File: config.mk
export PLATFORM = sky130hd
export DESIGN_NAME = busm_arbiter
export DESIGN_NICKNAME = d
export VERILOG_FILES = /design/src/rtl/busm_pkg.sv /design/src/rtl/busm_arrival.sv /design/src/rtl/busm_order_q.sv /design/src/rtl/busm_grant_ctl.sv /design/src/rtl/busm_arbiter.sv
export SDC_FILE = /design/constraint.sdc
export NUM_CORES = 1
export LEC_CHECK = 0
export BUFFER_PORTS_ARGS = -buffer_cell sky130_fd_sc_hd__buf_4
export CORE_MARGIN = 10
export CORE_UTILIZATION = 50
export CTS_CLUSTER_SIZE = 12
export DETAILED_ROUTE_END_ITERATION = 7
export GPL_TIMING_DRIVEN = 0
export PLACE_DENSITY = 0.79
export SYNTH_ARGS = -nofsm -noshare
export SYNTH_HDL_FRONTEND = slang
export SYNTH_SLANG_ARGS = --single-unit
File: constraint.sdc
create_clock -name clk -period 7.3 [get_ports clk]
set_clock_uncertainty 0.1 [all_clocks]
set_input_delay 0.73 -clock clk [delete_from_list [all_inputs] [get_ports clk]]
set_output_delay 0.73 -clock clk [all_outputs]
set_load 0.02 [all_outputs]
File: src/rtl/busm_pkg.sv
package busm_pkg;
  localparam int BUSM_NREQ = 4;

  typedef enum logic [1:0] {
    SRC_RX_RD = 2'd0,
    SRC_RX_WR = 2'd1,
    SRC_TX_RD = 2'd2,
    SRC_TX_WR = 2'd3
  } busm_src_e;
endpackage

File: src/rtl/busm_arrival.sv
module busm_arrival #(
  parameter int NUM_REQ = 4
) (
  input  logic               clk,
  input  logic               rst,
  input  logic [NUM_REQ-1:0] req_i,
  input  logic [NUM_REQ-1:0] queued_i,
  input  logic [NUM_REQ-1:0] granted_i,
  output logic [NUM_REQ-1:0] push_o
);
  logic [NUM_REQ-1:0] busy;

  always_comb begin
    busy   = queued_i | granted_i;
    push_o = req_i & ~busy;
  end

  AST_GRANT_NOT_QUEUED: assert property (@(posedge clk) disable iff (rst)
    (granted_i & queued_i) == '0);
endmodule

File: src/rtl/busm_order_q.sv
module busm_order_q #(
  parameter int NUM_REQ = 4,
  localparam int ID_W  = (NUM_REQ > 1) ? $clog2(NUM_REQ) : 1,
  localparam int CNT_W = $clog2(NUM_REQ + 1)
) (
  input  logic               clk,
  input  logic               rst,
  input  logic [NUM_REQ-1:0] push_i,
  input  logic               pop_i,
  output logic [ID_W-1:0]    head_o,
  output logic               empty_o,
  output logic [NUM_REQ-1:0] member_o
);
  logic [ID_W-1:0]  ent   [NUM_REQ];
  logic [ID_W-1:0]  ent_n [NUM_REQ];
  logic [CNT_W-1:0] cnt;
  logic [CNT_W-1:0] cnt_n;

  always_comb begin
    int pos;
    for (int i = 0; i < NUM_REQ; i++) begin
      if (pop_i && (i < NUM_REQ - 1)) ent_n[i] = ent[i+1];
      else if (pop_i)                 ent_n[i] = '0;
      else                            ent_n[i] = ent[i];
    end
    pos = int'(cnt) - (pop_i ? 1 : 0);
    for (int k = 0; k < NUM_REQ; k++) begin
      if (push_i[k] && (pos < NUM_REQ)) begin
        ent_n[pos] = ID_W'(k);
        pos = pos + 1;
      end
    end
    cnt_n = CNT_W'(pos);
  end

  always_comb begin
    member_o = '0;
    for (int i = 0; i < NUM_REQ; i++) begin
      if (i < int'(cnt)) member_o[ent[i]] = 1'b1;
    end
  end

  assign head_o  = ent[0];
  assign empty_o = (cnt == '0);

  always_ff @(posedge clk) begin
    if (rst) begin
      cnt <= '0;
      for (int i = 0; i < NUM_REQ; i++) ent[i] <= '0;
    end else begin
      cnt <= cnt_n;
      for (int i = 0; i < NUM_REQ; i++) ent[i] <= ent_n[i];
    end
  end

  AST_NO_OVERFLOW: assert property (@(posedge clk) disable iff (rst)
    int'(cnt) <= NUM_REQ);
  AST_UNIQUE_IDS: assert property (@(posedge clk) disable iff (rst)
    $countones(member_o) == int'(cnt));
  AST_PUSH_FRESH: assert property (@(posedge clk) disable iff (rst)
    (push_i & member_o) == '0);
  AST_POP_NONEMPTY: assert property (@(posedge clk) disable iff (rst)
    pop_i |-> !empty_o);
endmodule

File: src/rtl/busm_grant_ctl.sv
module busm_grant_ctl #(
  parameter int NUM_REQ = 4,
  localparam int ID_W = (NUM_REQ > 1) ? $clog2(NUM_REQ) : 1
) (
  input  logic               clk,
  input  logic               rst,
  input  logic               xfer_done,
  input  logic               bus_gnt_i,
  input  logic               q_empty_i,
  input  logic [ID_W-1:0]    q_head_i,
  output logic               pop_o,
  output logic [NUM_REQ-1:0] grant_o,
  output logic               grant_vld_o,
  output logic               keep_bus_o
);
  logic finish;

  always_comb begin
    finish = grant_vld_o && xfer_done;
    pop_o  = (!grant_vld_o || finish) && !q_empty_i;
  end

  always_ff @(posedge clk) begin
    if (rst) begin
      grant_o     <= '0;
      grant_vld_o <= 1'b0;
      keep_bus_o  <= 1'b0;
    end else if (pop_o) begin
      grant_o     <= NUM_REQ'(1) << q_head_i;
      grant_vld_o <= 1'b1;
      keep_bus_o  <= finish && bus_gnt_i;
    end else if (finish) begin
      grant_o     <= '0;
      grant_vld_o <= 1'b0;
      keep_bus_o  <= 1'b0;
    end
  end

  AST_GRANT_ONEHOT: assert property (@(posedge clk) disable iff (rst)
    $onehot0(grant_o) && (grant_vld_o == (grant_o != '0)));
  AST_GRANT_HOLD: assert property (@(posedge clk) disable iff (rst)
    (grant_vld_o && !xfer_done) |=> ($stable(grant_o) && grant_vld_o));
  AST_RELEASE_IDLE: assert property (@(posedge clk) disable iff (rst)
    (grant_vld_o && xfer_done && q_empty_i) |=> !grant_vld_o);
  AST_KEEP_NEEDS_GRANT: assert property (@(posedge clk) disable iff (rst)
    keep_bus_o |-> grant_vld_o);
  AST_DONE_IGNORED_IDLE: assert property (@(posedge clk) disable iff (rst)
    (!grant_vld_o && q_empty_i) |=> !grant_vld_o);
endmodule

File: src/rtl/busm_arbiter.sv
module busm_arbiter #(
  parameter int NUM_REQ = busm_pkg::BUSM_NREQ,
  localparam int ID_W = (NUM_REQ > 1) ? $clog2(NUM_REQ) : 1
) (
  input  logic               clk,
  input  logic               rst,
  input  logic [NUM_REQ-1:0] req_i,
  input  logic               xfer_done,
  input  logic               bus_gnt_i,
  output logic [NUM_REQ-1:0] grant_o,
  output logic               grant_vld_o,
  output logic               keep_bus_o
);
  logic [NUM_REQ-1:0] push;
  logic [NUM_REQ-1:0] member;
  logic [ID_W-1:0]    head;
  logic               q_empty;
  logic               pop;

  busm_arrival #(.NUM_REQ(NUM_REQ)) u_arrival (
    .clk       (clk),
    .rst       (rst),
    .req_i     (req_i),
    .queued_i  (member),
    .granted_i (grant_o),
    .push_o    (push)
  );

  busm_order_q #(.NUM_REQ(NUM_REQ)) u_order_q (
    .clk      (clk),
    .rst      (rst),
    .push_i   (push),
    .pop_i    (pop),
    .head_o   (head),
    .empty_o  (q_empty),
    .member_o (member)
  );

  busm_grant_ctl #(.NUM_REQ(NUM_REQ)) u_grant_ctl (
    .clk         (clk),
    .rst         (rst),
    .xfer_done   (xfer_done),
    .bus_gnt_i   (bus_gnt_i),
    .q_empty_i   (q_empty),
    .q_head_i    (head),
    .pop_o       (pop),
    .grant_o     (grant_o),
    .grant_vld_o (grant_vld_o),
    .keep_bus_o  (keep_bus_o)
  );

  AST_HEAD_NOT_GRANTED: assert property (@(posedge clk) disable iff (rst)
    (pop && grant_vld_o && !xfer_done) == 1'b0);
endmodule

==> out/results.tsv <==
metric	value	unit
detailed-route via count	1495	
minimum clock period	6.19	ns
yosys warns	0	
initial antenna violation count	0	
final worst slack	1.11	ns
CP startpoint kind	flop	
Setup crit end kind	flop	
Remaining Overflow, GRT	0	
synthesized area	0.00156	mm²
clk sinks	17	
Die Wd	75.9	µm
die area	0.00576	mm²
drt wl/cell	15.2	µm
drt pass-1 iters	5	
Worst Tran Pin Value	0.582	ns
post-synth cell types	50	
DRT antenna net count	0	
status	finished, final reports clean	
Setup CP Type	reg -> reg	
r2r setup slk	1.11	ns
share of layout cells above drive strength 1	14.8	%
quantity of gates resized following cts	0	
Final setup viols	0	
placed wire-length estimate	3000	µm
asr flop ratio synth	0	%
crit-path max FO	10	
core area	0.00303	mm²
Slew HR	60.8	%
ANT cells	0	
number of setup buffers added after CTS	0	
pre-CTS WS	1.07	ns
max-cap violation count	0	
cts hold-fix bufs	0	
Vias/cell	5.91	
CTS tree	yes	
worst skew pair latency	0.30	ns
I/O pins	14	
Routed WL	3850	µm
critical path arrival	6.28	ns
post-synthesis sequential area ratio	21.8	%
largest net degree at the start of global routing	11	
fin nets	237	
top_reg_cell synth	dfxtp_1	
first-pass GRT wire length	6170	µm
DR iter-0 viols	169	
Hold WC Path Type	reg -> reg	
Initial Util	51.6	%
max-slew violation count	0	
number of global-route vias before repair	1322	
commonest non-fill, non-tap cell in the layout	a21oi_1	
synthesized flop and latch total	17	
CTS HTree Levels	1	
synthesized net count	219	
Util after Layout	57.5	%
# port buffers	13	
Layout area overhead	11.5	%
Hold Fails Final Rpt	0	
EDFF count, synth	0	
Final period util	84.7	%
Peak Freq	0.162	GHz
commonest non-fill, non-tap cells in the layout	20 x a21oi_1, 19 x nand2_1, 19 x ha_1	
Cell Rows	20	
total negative slack	0	ns
Post-Synthesis Cells	192	
Crit path required time	7.39	ns
all-layer global routing usage	13.7	%
die height	75.9	µm
drc violations	0	
RSZ-0062 raised after global routing	no	
syn_area_per_cell	8.13	µm²
clk root buf	clkbuf_4	
Clock transition at path regs	0.11	ns
CTS Buf Count	3	
Longest Clk Path Bufs	2	
GPL Wtd Cong	0.937	
-- logic make-up after synthesis --
family | count (synthesis) | synth area share (%)
compound gates | 49 | 21.7
fa+ha+maj | 19 | 15.2
buf+inv | 25 | 7.53
mux | 5 | 3.53
flops | 17 | 21.8
xor+xnor | 4 | 3.45
simple gates | 73 | 26.8
-- metrics by stage --
step,hold WS [ns],std cells,area [µm²]
finish,0.367,253,1740
global route,0.397,253,1740
CTS,0.369,253,1740
detailed placement,0.354,249,1710
global placement,0.345,249,1710
floorplan,0.399,192,1560
-- final timing paths --
kind                           from                     end  cells past startpoint
max reg2reg        u_order_q.cnt[1]        u_order_q.cnt[0]                     22
min reg2reg  u_grant_ctl.keep_bus_o  u_grant_ctl.keep_bus_o                      2
min          u_grant_ctl.keep_bus_o  u_grant_ctl.keep_bus_o                      2
max                u_order_q.cnt[1]        u_order_q.cnt[0]                     22
-- worst max-delay path, cell delays in order, from the launching register on --
cell,delay [ns]
dfxtp_1,0.38
or3_1,0.40
buf_6,0.16
nand2_1,0.26
clkinv_1,0.37
ha_1,0.34
ha_1,0.23
or3_4,0.36
o22ai_1,0.20
and3_1,0.25
clkbuf_1,0.36
mux2i_1,0.37
ha_1,0.28
or3_1,0.35
and3_1,0.26
ha_1,0.22
inv_1,0.06
nor4_1,0.07
nor2b_1,0.19
and3_4,0.21
buf_6,0.12
nor4_1,0.04
or4_1,0.51
-- layout make-up --
type | count | area (µm²)
clock inverter | 1 | 5.00
fill | 289 | 1290
timing repair buffer | 13 | 97.6
sequential | 17 | 340
clock buffer | 3 | 22.5
multi-input combinational | 150 | 1100
buffer | 8 | 53.8
inverter | 17 | 63.8
tap | 44 | 55.1
-- routing by layer --
metal,up-vias,GRT usage (%),wire length [µm]
met5,-,0,0
met4,0,1.65,31
met3,4,3.13,312
met2,57,23.9,1860
met1,700,17.1,1650
li1,734,-,-
-- synthesized netlist by cell type, types with 4 or more instances --
library cell | n | area share [%]
a21oi_1 | 20 | 6.4
ha_1 | 19 | 15
nand2_1 | 19 | 4.6
dfxtp_1 | 17 | 22
inv_1 | 16 | 3.8
nor2_1 | 10 | 2.4
a21o_1 | 5 | 2.4
nand3_1 | 5 | 1.6
and3_1 | 4 | 1.6
clkbuf_1 | 4 | 0.96
mux2i_1 | 4 | 2.6
nor2b_1 | 4 | 1.6
o21ai_0 | 4 | 1.3
-- sequential cells by signal, indices dropped and copies added (netlist names) --
name and cells:
u_order_q.ent 8, u_grant_ctl.keep_bus_o 1, u_order_q.cnt 3, u_grant_ctl.grant_o 4, u_grant_ctl.grant_vld_o 1
Power is left out: the tool's default activity adds up to more than one toggle a clock period on the data nets, which glitch-free logic cannot reach.
